$ cat config.mk
export PLATFORM = sky130hd
export DESIGN_NAME = cfg_i2c_wr_slave
export DESIGN_NICKNAME = d
export VERILOG_FILES = /design/src/rtl/cfg_i2c_pkg.sv /design/src/rtl/i2c_pin_filter.sv /design/src/rtl/i2c_bus_events.sv /design/src/rtl/i2c_wr_fsm.sv /design/src/rtl/cfg_reg_bank.sv /design/src/rtl/cfg_i2c_wr_slave.sv
export SDC_FILE = /design/constraint.sdc
export NUM_CORES = 1
export LEC_CHECK = 0
export CAP_MARGIN = 20
export CORE_AREA = 8 8 93 112
export CTS_CLUSTER_DIAMETER = 40
export CTS_CLUSTER_SIZE = 16
export DETAILED_ROUTE_END_ITERATION = 8
export DIE_AREA = 0 0 101 120
export PLACE_DENSITY = 0.68
export SLEW_MARGIN = 20
export SYNTH_ARGS = -nofsm -noshare
export SYNTH_HDL_FRONTEND = slang
export SYNTH_SLANG_ARGS = --single-unit
$ cat constraint.sdc
create_clock -name clk_i -period 2.6 [get_ports clk_i]
set_input_delay 0.39 -clock clk_i [delete_from_list [all_inputs] [get_ports clk_i]]
set_output_delay 0.39 -clock clk_i [all_outputs]
set_load 0.05 [all_outputs]
$ cat src/rtl/cfg_i2c_pkg.sv
package cfg_i2c_pkg;
  localparam int unsigned BYTE_W    = 8;
  localparam int unsigned HDR_BYTES = 3;  // address, command, count

  typedef enum logic [1:0] {
    ST_IDLE,
    ST_RX,
    ST_ACK,
    ST_SKIP
  } i2c_st_e;
endpackage

$ cat src/rtl/i2c_pin_filter.sv
module i2c_pin_filter #(
  parameter int unsigned NLINE = 2,
  parameter int unsigned FILT  = 3
) (
  input  logic             clk_i,
  input  logic             rst_ni,
  input  logic [NLINE-1:0] raw_i,
  output logic [NLINE-1:0] flt_o
);
  for (genvar g = 0; g < NLINE; g++) begin : g_line
    logic [1:0]      sync_q;
    logic [FILT-1:0] hist_q;
    logic            out_q;

    always_ff @(posedge clk_i or negedge rst_ni) begin
      if (!rst_ni) begin
        sync_q <= '1;
        hist_q <= '1;
        out_q  <= 1'b1;
      end else begin
        sync_q <= {sync_q[0], raw_i[g]};
        hist_q <= {hist_q[FILT-2:0], sync_q[1]};
        // follow only after FILT equal samples
        if (&hist_q)       out_q <= 1'b1;
        else if (~|hist_q) out_q <= 1'b0;
      end
    end

    assign flt_o[g] = out_q;
  end
endmodule

$ cat src/rtl/i2c_bus_events.sv
module i2c_bus_events (
  input  logic clk_i,
  input  logic rst_ni,
  input  logic scl_i,
  input  logic sda_i,
  output logic start_o,
  output logic stop_o,
  output logic scl_rise_o,
  output logic scl_fall_o
);
  logic scl_q, sda_q;

  always_ff @(posedge clk_i or negedge rst_ni) begin
    if (!rst_ni) begin
      scl_q <= 1'b1;
      sda_q <= 1'b1;
    end else begin
      scl_q <= scl_i;
      sda_q <= sda_i;
    end
  end

  assign start_o    = scl_i & scl_q & sda_q & ~sda_i;
  assign stop_o     = scl_i & scl_q & ~sda_q & sda_i;
  assign scl_rise_o = scl_i & ~scl_q;
  assign scl_fall_o = ~scl_i & scl_q;
endmodule

$ cat src/rtl/i2c_wr_fsm.sv
module i2c_wr_fsm
  import cfg_i2c_pkg::*;
#(
  parameter int unsigned NREG  = 6,
  parameter logic [6:0]  ADDR7 = 7'h69,
  localparam int unsigned IDX_W = $clog2(NREG),
  localparam int unsigned CNT_W = $clog2(HDR_BYTES + NREG + 1)
) (
  input  logic              clk_i,
  input  logic              rst_ni,
  input  logic              en_i,
  input  logic              sda_i,
  input  logic              start_i,
  input  logic              stop_i,
  input  logic              scl_rise_i,
  input  logic              scl_fall_i,
  output logic              sda_pull_o,
  output logic              wr_en_o,
  output logic [IDX_W-1:0]  wr_idx_o,
  output logic [BYTE_W-1:0] wr_data_o
);
  i2c_st_e           st_q;
  logic [2:0]        bit_q;
  logic              full_q;
  logic              ack_hi_q;
  logic [BYTE_W-1:0] sh_q;
  logic [CNT_W-1:0]  idx_q;
  logic              pull_q;

  logic             addr_ok, in_reg, take;
  logic [CNT_W-1:0] reg_off;

  always_comb begin
    addr_ok = (sh_q == {ADDR7, 1'b0});
    in_reg  = (idx_q >= CNT_W'(HDR_BYTES)) && (idx_q < CNT_W'(HDR_BYTES + NREG));
    take    = (idx_q == '0) ? addr_ok : (idx_q < CNT_W'(HDR_BYTES + NREG));
    reg_off = idx_q - CNT_W'(HDR_BYTES);
  end

  always_ff @(posedge clk_i or negedge rst_ni) begin
    if (!rst_ni) begin
      st_q      <= ST_IDLE;
      bit_q     <= '0;
      full_q    <= 1'b0;
      ack_hi_q  <= 1'b0;
      sh_q      <= '0;
      idx_q     <= '0;
      pull_q    <= 1'b0;
      wr_en_o   <= 1'b0;
      wr_idx_o  <= '0;
      wr_data_o <= '0;
    end else begin
      wr_en_o <= 1'b0;
      if (!en_i) begin
        st_q   <= ST_IDLE;
        pull_q <= 1'b0;
        full_q <= 1'b0;
      end else if (start_i) begin
        st_q   <= ST_RX;
        bit_q  <= '0;
        full_q <= 1'b0;
        idx_q  <= '0;
        pull_q <= 1'b0;
      end else if (stop_i) begin
        st_q   <= ST_IDLE;
        pull_q <= 1'b0;
        full_q <= 1'b0;
      end else begin
        unique case (st_q)
          ST_RX: begin
            if (scl_rise_i && !full_q) begin
              sh_q  <= {sh_q[BYTE_W-2:0], sda_i};
              bit_q <= bit_q + 3'd1;
              if (bit_q == 3'd7) full_q <= 1'b1;
            end else if (scl_fall_i && full_q) begin
              full_q <= 1'b0;
              if (take) begin
                st_q     <= ST_ACK;
                pull_q   <= 1'b1;
                ack_hi_q <= 1'b0;
                if (in_reg) begin
                  wr_en_o   <= 1'b1;
                  wr_idx_o  <= reg_off[IDX_W-1:0];
                  wr_data_o <= sh_q;
                end
              end else begin
                st_q <= ST_SKIP;
              end
            end
          end
          ST_ACK: begin
            if (scl_rise_i) begin
              ack_hi_q <= 1'b1;
            end else if (scl_fall_i && ack_hi_q) begin
              pull_q   <= 1'b0;
              ack_hi_q <= 1'b0;
              st_q     <= ST_RX;
              bit_q    <= '0;
              idx_q    <= idx_q + CNT_W'(1);
            end
          end
          default: ;  // idle / skip wait for START
        endcase
      end
    end
  end

  assign sda_pull_o = pull_q;
endmodule

$ cat src/rtl/cfg_reg_bank.sv
module cfg_reg_bank
  import cfg_i2c_pkg::*;
#(
  parameter int unsigned       NREG      = 6,
  parameter logic [BYTE_W-1:0] REG0_INIT = 8'h3C,
  localparam int unsigned IDX_W = $clog2(NREG)
) (
  input  logic                   clk_i,
  input  logic                   rst_ni,
  input  logic                   wr_en_i,
  input  logic [IDX_W-1:0]       wr_idx_i,
  input  logic [BYTE_W-1:0]      wr_data_i,
  output logic [NREG*BYTE_W-1:0] cfg_o
);
  for (genvar g = 0; g < NREG; g++) begin : g_reg
    localparam logic [BYTE_W-1:0] INIT = (g == 0) ? REG0_INIT : '1;
    logic [BYTE_W-1:0] r_q;

    always_ff @(posedge clk_i or negedge rst_ni) begin
      if (!rst_ni)                                    r_q <= INIT;
      else if (wr_en_i && wr_idx_i == IDX_W'(g))      r_q <= wr_data_i;
    end

    assign cfg_o[g*BYTE_W +: BYTE_W] = r_q;
  end
endmodule

$ cat src/rtl/cfg_i2c_wr_slave.sv
module cfg_i2c_wr_slave
  import cfg_i2c_pkg::*;
#(
  parameter int unsigned       NREG      = 6,
  parameter logic [6:0]        ADDR7     = 7'h69,
  parameter logic [BYTE_W-1:0] REG0_INIT = 8'h3C,
  parameter int unsigned       FILT      = 3,
  localparam int unsigned IDX_W = $clog2(NREG)
) (
  input  logic                   clk_i,
  input  logic                   rst_ni,
  input  logic                   pd_ni,
  input  logic                   scl_i,
  input  logic                   sda_i,
  output logic                   sda_pull_o,
  output logic                   pins_hiz_o,
  output logic [NREG*BYTE_W-1:0] cfg_o
);
  logic [1:0]        flt;
  logic              scl_f, sda_f;
  logic              start, stop, scl_rise, scl_fall;
  logic              fsm_pull, wr_en;
  logic [IDX_W-1:0]  wr_idx;
  logic [BYTE_W-1:0] wr_data;

  i2c_pin_filter #(.NLINE(2), .FILT(FILT)) u_filt (
    .clk_i (clk_i),
    .rst_ni(rst_ni),
    .raw_i ({scl_i, sda_i}),
    .flt_o (flt)
  );
  assign scl_f = flt[1];
  assign sda_f = flt[0];

  i2c_bus_events u_evt (
    .clk_i     (clk_i),
    .rst_ni    (rst_ni),
    .scl_i     (scl_f),
    .sda_i     (sda_f),
    .start_o   (start),
    .stop_o    (stop),
    .scl_rise_o(scl_rise),
    .scl_fall_o(scl_fall)
  );

  i2c_wr_fsm #(.NREG(NREG), .ADDR7(ADDR7)) u_fsm (
    .clk_i     (clk_i),
    .rst_ni    (rst_ni),
    .en_i      (pd_ni),
    .sda_i     (sda_f),
    .start_i   (start),
    .stop_i    (stop),
    .scl_rise_i(scl_rise),
    .scl_fall_i(scl_fall),
    .sda_pull_o(fsm_pull),
    .wr_en_o   (wr_en),
    .wr_idx_o  (wr_idx),
    .wr_data_o (wr_data)
  );

  cfg_reg_bank #(.NREG(NREG), .REG0_INIT(REG0_INIT)) u_regs (
    .clk_i    (clk_i),
    .rst_ni   (rst_ni),
    .wr_en_i  (wr_en & pd_ni),
    .wr_idx_i (wr_idx),
    .wr_data_i(wr_data),
    .cfg_o    (cfg_o)
  );

  assign sda_pull_o = fsm_pull & pd_ni;
  assign pins_hiz_o = ~pd_ni;
endmodule

# [Word level (Yosys, flattened, before mapping)]
# Index checks and enable logic that the tools add are counted.
[classes] addsub=3 order_cmp=2 eq_ne=29 n_mux=54 bitwise=17 n_reduce_logical=29
[ops] operator="1-bit two-way mux" n=33
[ops] operator="4-bit two-way mux" n=5
[ops] operator="8-bit AND reduction" n=2
[ops] operator="3-bit two-way mux" n=5
[ops] operator="5-bit by 4-bit inequality test with 1-bit output, second input constant" n=3
[ops] operator="5-bit inequality test, second input constant" n=3
[ops] operator="5-bit AND reduction" n=3
[ops] operator="2-bit two-way mux" n=7
[ops] operator="6-bit AND reduction" n=2
[ops] operator="1-bit logical AND" n=10
[ops] operator="5-bit by 1-bit inequality test with 1-bit output, second input constant" n=2
[ops] operator="1-bit AND" n=9
[ops] operator="3-bit equality test, second input constant" n=3
[ops] operator="3-bit AND reduction" n=3
[ops] operator="8-bit equality test, second input constant" n=1
[ops] operator="2-bit by 1-bit inequality test with 1-bit output, second input constant" n=4
[ops] operator="1-bit NOT" n=8
[ops] operator="3-bit by 2-bit equality test with 1-bit output, second input constant" n=2
[ops] operator="2-bit inequality test, second input constant" n=3
[ops] operator="3-bit by 2-bit inequality test with 1-bit output, second input constant" n=2
[ops] operator="3-bit one-hot mux with 2 select lines" n=1
[ops] operator="2-bit nonzero test" n=3
[ops] operator="3-bit OR reduction" n=2
[ops] operator="4-bit by 1-bit adder with 4-bit output, second input constant" n=1
[ops] operator="other kinds (16)" n=17
[totals] regBits=94 input_bits=5 elab_cells=158

# [Longest topological paths before layout]
[logic_depth] ltp_word=10 ltp_mapped=7

# [By module]
# A second synthesis with hierarchy kept.
[hier_totals] cells_unflattened=267 hier_area_um2=3872.5
[by_module_without_submodules] module="cfg_reg_bank" n_inst=1 cells_each=106 area_each_um2=1888.1 seq_area_each_um2=1256.2
[by_module_without_submodules] module="i2c_wr_fsm" n_inst=1 cells_each=130 area_each_um2=1512.7 seq_area_each_um2=800.8
[by_module_without_submodules] module="i2c_pin_filter" n_inst=1 cells_each=22 area_each_um2=367.9 seq_area_each_um2=315.3
[by_module_without_submodules] module="i2c_bus_events" n_inst=1 cells_each=6 area_each_um2=87.6 seq_area_each_um2=52.6
[by_module_without_submodules] module="cfg_i2c_wr_slave" n_inst=1 cells_each=3 area_each_um2=16.3 seq_area_each_um2=0.0

# [Worst setup path before layout]
# Ideal clock, no wire load.
[synth_timing] path_type="register to register" from="reg u_evt.scl_q" to="reg u_fsm.wr_data_o[0]" arrival_ps=1694 required_ps=2475 slack_ps=781 stages_incl_launch_ff=6 path_buffers=1 synth_period_minus_slack_ps=1819 path_cell_list="dfstp_2 > nor2b_1 > nand4_1 > nor4_4 > buf_8 > mux2_4"
[synth_between] elab_chain_cells=5 word_cells_on_any_way=14 cone_classes="bitwise: 11; reduce/logical: 3"
[synth_lines] item="start: declaration" line="i2c_bus_events.sv:11" source="logic scl_q, sda_q;"
[synth_lines] item="start signal: assignment" line="i2c_bus_events.sv:18" source="scl_q <= scl_i;"
[synth_lines] item="1-bit AND / 1-bit NOT (equally long branches)" line="i2c_bus_events.sv:23, i2c_bus_events.sv:24, i2c_bus_events.sv:25"
[synth_lines] item="1-bit AND, on equally long branches" line="i2c_bus_events.sv:24, i2c_bus_events.sv:23, i2c_bus_events.sv:25"
[synth_lines] item="1-bit AND, or another cell as far along" line="i2c_bus_events.sv:24" source="assign stop_o = scl_i & scl_q & ~sda_q & sda_i;"
[synth_lines] item="1-bit NOT (no source line)"
[synth_lines] item="8-bit AND reduction (no source line) *"
[synth_lines] item="end signal: assignment" line="i2c_wr_fsm.sv:84" source="wr_data_o <= sh_q;"
[synth_lines] item="end: declaration" line="i2c_wr_fsm.sv:20" source="output logic [BYTE_W-1:0] wr_data_o"
# Mark *: on every way between the ends. The rest lies on a longest branch, timed or not.
# A chain may end at the register's enable or synchronous reset.

# [Worst setup path after layout]
[layout_timing] from="reg u_filt.g_line[1].out_q" to="reg u_fsm.sh_q[0]"
[layout_between] elab_chain_cells=5 word_cells_on_any_way=10 cone_classes="bitwise: 8; reduce/logical: 2"
[layout_lines] item="start: declaration" line="i2c_pin_filter.sv:13" source="logic out_q;"
[layout_lines] item="start signal: assignment" line="i2c_pin_filter.sv:19" source="out_q <= 1'b1;"
[layout_lines] item="start signal: assignment" line="i2c_pin_filter.sv:24" source="if (&hist_q) out_q <= 1'b1;"
[layout_lines] item="start signal: assignment" line="i2c_pin_filter.sv:25" source="else if (~|hist_q) out_q <= 1'b0;"
[layout_lines] item="1-bit AND" line="i2c_bus_events.sv:23, i2c_bus_events.sv:24"
[layout_lines] item="1-bit AND, on equally long branches (2 in a row)" line="i2c_bus_events.sv:24, i2c_bus_events.sv:23"
[layout_lines] item="1-bit NOT (no source line)"
[layout_lines] item="5-bit AND reduction (no source line) *"
[layout_lines] item="end signal: assignment" line="i2c_wr_fsm.sv:72" source="sh_q <= {sh_q[BYTE_W-2:0], sda_i};"
[layout_lines] item="end: declaration" line="i2c_wr_fsm.sv:26" source="logic [BYTE_W-1:0] sh_q;"
# Marked as above.

==> qor.txt <==
Switching part of the total power = 0.231
Internal reg-to-reg setup slack = 0.47 ns
Largest family of logic cells by synthesized area = multiplexers
Fill cells = 770
Post-CTS Setup Inserts = 0
Hold Vio Cnt, Final = 0
Mapped Area = 0.00388 sq mm
Die W = 101 um
Core area = 0.00875 sq mm
Die area = 0.0121 sq mm
Worst slew margin = 0.562
CTS Buf Count = 9
# port buffers = 54
Half-perimeter wire length after placement = 5480 um
Critical path startpoint = u_filt.g_line[1].out_q
Setup crit start kind = flip-flop
Io pins = 55
ANT nets after route = 0
Area growth, synth to finish = 22.7%
DRC viols = 0
Clock-pin slew on the worst setup and hold paths = 0.09 ns
Worst r2r src = u_filt.g_line[1].out_q
CTS tree = done
Via count = 2,307
Final min period = 2.13 ns
Worst Setup End Kind = flip-flop
WS Path Type = reg2reg
Post-synthesis mux area share = 0.209
Post-Place Setup Slack = 0.362 ns
Clock Power Share = 0.349
Avg Synthesized Cell Area = 15.0 sq um
Sequential share of power = 0.594
End point of the critical path = u_fsm.sh_q[0]
GRT overflow = 0
Placer Congestion = 0.827
Crit share post-route = 0.818
Post-synth top flop = dfstp_2
Final setup margin = 0.472 ns
CP required = 2.84 ns
Delay-heaviest family, CP = simple AND/OR/NAND/NOR gates
Drt total wl = 7610 um
Root Driver = clkbuf_8
Hold-fix buffers, CTS = 0
Worst r2r dst = u_fsm.sh_q[0]
Vert. Die Dim = 120 um
Post-cts gate resize count = 0
Setup TNS = 0 ns
PwrDens = 546 mW/mm^2
P_int = 2.00 mW
Rows = 38
Critical Path Max Stage Delay = 0.64 ns
Core Util, Final = 0.544
Hold crit path type = in2async
Arrival time worst endpoint = 2.37 ns
Status = complete, no violations
Antenna Cells = 0
Post-synth EDFFs = 0
Final setup vio count = 0
Combinational group share of total power = 0.058
Design Area, Final = 0.00476 sq mm
Sequential share of the synthesized area = 0.625
Worst R2R Path Depth = 4
First-pass GRT wire length = 12,700 um
Leak = 2.03 nW
Fmax = 470 MHz
Layout Nets = 331
Max Cap Viol = 0
Slew Limit Fails = 0
Cell variety after synth = 47
CP Max Fanout = 11
Number of synthesized register bits = 94
Worst Tran Pin Value = 0.650 ns
CP Cell Sequence = nor2b_1 > nor3b_1 > and2_0 > mux2_2
Syn nets = 268
Non-filler instance count after layout = 447
DP Area = 0.00457 sq mm
Placed Cells = 431
Number of global-route vias before repair = 2,471
Critical path depth in cells = 4
Worst vdd ir = 0.258 mV
Routed wire per std cell = 17.0 um
Antenna violations before repair = 0
Starting Density = 0.444
Post-Synth Adder-Cell Area = 0.0129
Share of layout cells above drive strength 1 = 0.471
Slowest library cell on the worst path = dfstp_2
NetSw = 0.600 mW
Xor/xnor share of the synthesized area = 0.00451
Clk_skew = 0.00806 ns
WP buf/inv = 0
RSZ-0062 raised after global routing = false
Total Power = 2.60 mW
Compound-gate portion of the synthesized area = 0.0606
Synth Warn # = 0
Clk_lat worst skew = 0.35 ns
H-Tree Depth = 3
CTS max path bufs = 2
Post-Synth Simple-Gate Area = 0.0687
Total track usage = 0.133
WHS = 0.0307 ns
Largest net degree at the start of global routing = 49
TritonCTS Sinks = 94
Fraction of registers with async set/reset = 1.00
Vias per cell = 5.16
DRT Pass-1 Iters = 4
Syn Inst Count = 259
Initial DRC count = 49
## how the worst min path moves through the flow
stage	startpoint	to	cells after the start
after global placement	u_filt.g_line[0].sync_q[1]	u_filt.g_line[0].hist_q[0]	0
after CTS	rst_ni	u_regs.g_reg[0].r_q[7]	1
final	rst_ni	u_regs.g_reg[0].r_q[7]	1
after detailed placement	u_filt.g_line[1].sync_q[1]	u_filt.g_line[1].hist_q[0]	0
after floorplan	rst_ni	u_fsm.ack_hi_q	0
after global routing	rst_ni	u_regs.g_reg[0].r_q[7]	1
## synthesized netlist by cell type (all sizes together), types with 2 or more instances
library cell  instances  area [sq um]
mux2                 68           800
dfstp                58          1520
dfrtp                36           901
o21ai                13          65.1
inv                   8          30.0
a21oi                 6          30.0
buf                   4          32.5
clkbuf                4          15.0
ha                    4          50.1
nand2                 4          15.0
nand3                 4          20.0
nor2                  4          17.5
and2                  3          18.8
and3b                 3          26.3
nand2b                3          18.8
nor2b                 3          18.8
a22o                  2          17.5
a31oi                 2          12.5
and4b                 2          20.0
nor3b                 2          20.0
o211ai                2          15.0
o21a                  2          15.0
o41ai                 2          17.5
or4                   2          15.0
xnor2                 2          17.5
## cell type report
| type | instances | area [sq um] | area share |
|---|---|---|---|
| clock inverter | 2 | 16.3 | 0.00341 |
| sequential | 94 | 2420 | 0.509 |
| multi-input combinational | 149 | 1380 | 0.289 |
| clock buffer | 14 | 173 | 0.0362 |
| inverter | 8 | 30.0 | 0.00630 |
| timing repair buffer | 60 | 591 | 0.124 |
| tap | 120 | 150 | 0.0315 |
## power by group through the flow
stage	Clock (mW)	Sequential [mW]	Combinational (mW)
2_1_floorplan	0	1.56	0.0876
3_3_place_gp	0	1.57	0.146
3_5_place_dp	0	1.57	0.152
4_1_cts	0.948	1.55	0.153
5_1_grt	0.991	1.55	0.167
6_report	0.907	1.55	0.150
## state kept, by name, indices dropped and copies added, names as in the netlist
| signal | count |
|---|---|
| u_regs.g.r_q | 48 |
| u_fsm.sh_q | 8 |
| u_fsm.wr_data_o | 8 |
| u_filt.g_line.hist_q | 6 |
| u_filt.g_line.sync_q | 4 |
| u_fsm.idx_q | 4 |
| u_fsm.bit_q | 3 |
| u_fsm.wr_idx_o | 3 |
| u_filt.g_line.out_q | 2 |
| u_fsm.st_q | 2 |
| u_evt.scl_q | 1 |
| u_evt.sda_q | 1 |
| u_fsm.ack_hi_q | 1 |
| u_fsm.full_q | 1 |
| u_fsm.sda_pull_o | 1 |
| u_fsm.wr_en_o | 1 |
## cells in the final DEF (no fill, tap or decap), types with 4 or more instances in the layout
| master | instances |
|---|---|
| dfrtp_1 | 36 |
| a21oi_1 | 6 |
| dfstp_2 | 58 |
| o21ai_0 | 13 |
| inv_1 | 8 |
| mux2_2 | 59 |
| clkbuf_8 | 12 |
| nand3_1 | 4 |
| nand2_1 | 4 |
| clkdlybuf4s50_1 | 51 |
| mux2_4 | 9 |
| buf_4 | 8 |
| ha_1 | 4 |
## layer usage
layer	routed length [um]	track usage
met5	0	0
met2	3920	0.228
met4	126	0.0514
met3	437	0.0359
met1	3130	0.154
## kinds of logic (layout without fill, tap and decap cells)
| family | count (synthesis) | in the layout |
|---|---|---|
| compound gates | 36 | 36 |
| fa+ha+maj | 4 | 4 |
| flops | 94 | 94 |
| mux | 69 | 69 |
| simple gates | 38 | 38 |
| xor+xnor | 2 | 2 |
| buf+inv | 16 | 84 |
## worst register-to-register path, stage by stage, from the launching register on
cell	delay, ns
dfstp_2	0.64
nor2b_1	0.19
nor3b_1	0.41
and2_0	0.40
mux2_2	0.38
Power figures use the tool's default switching activity.
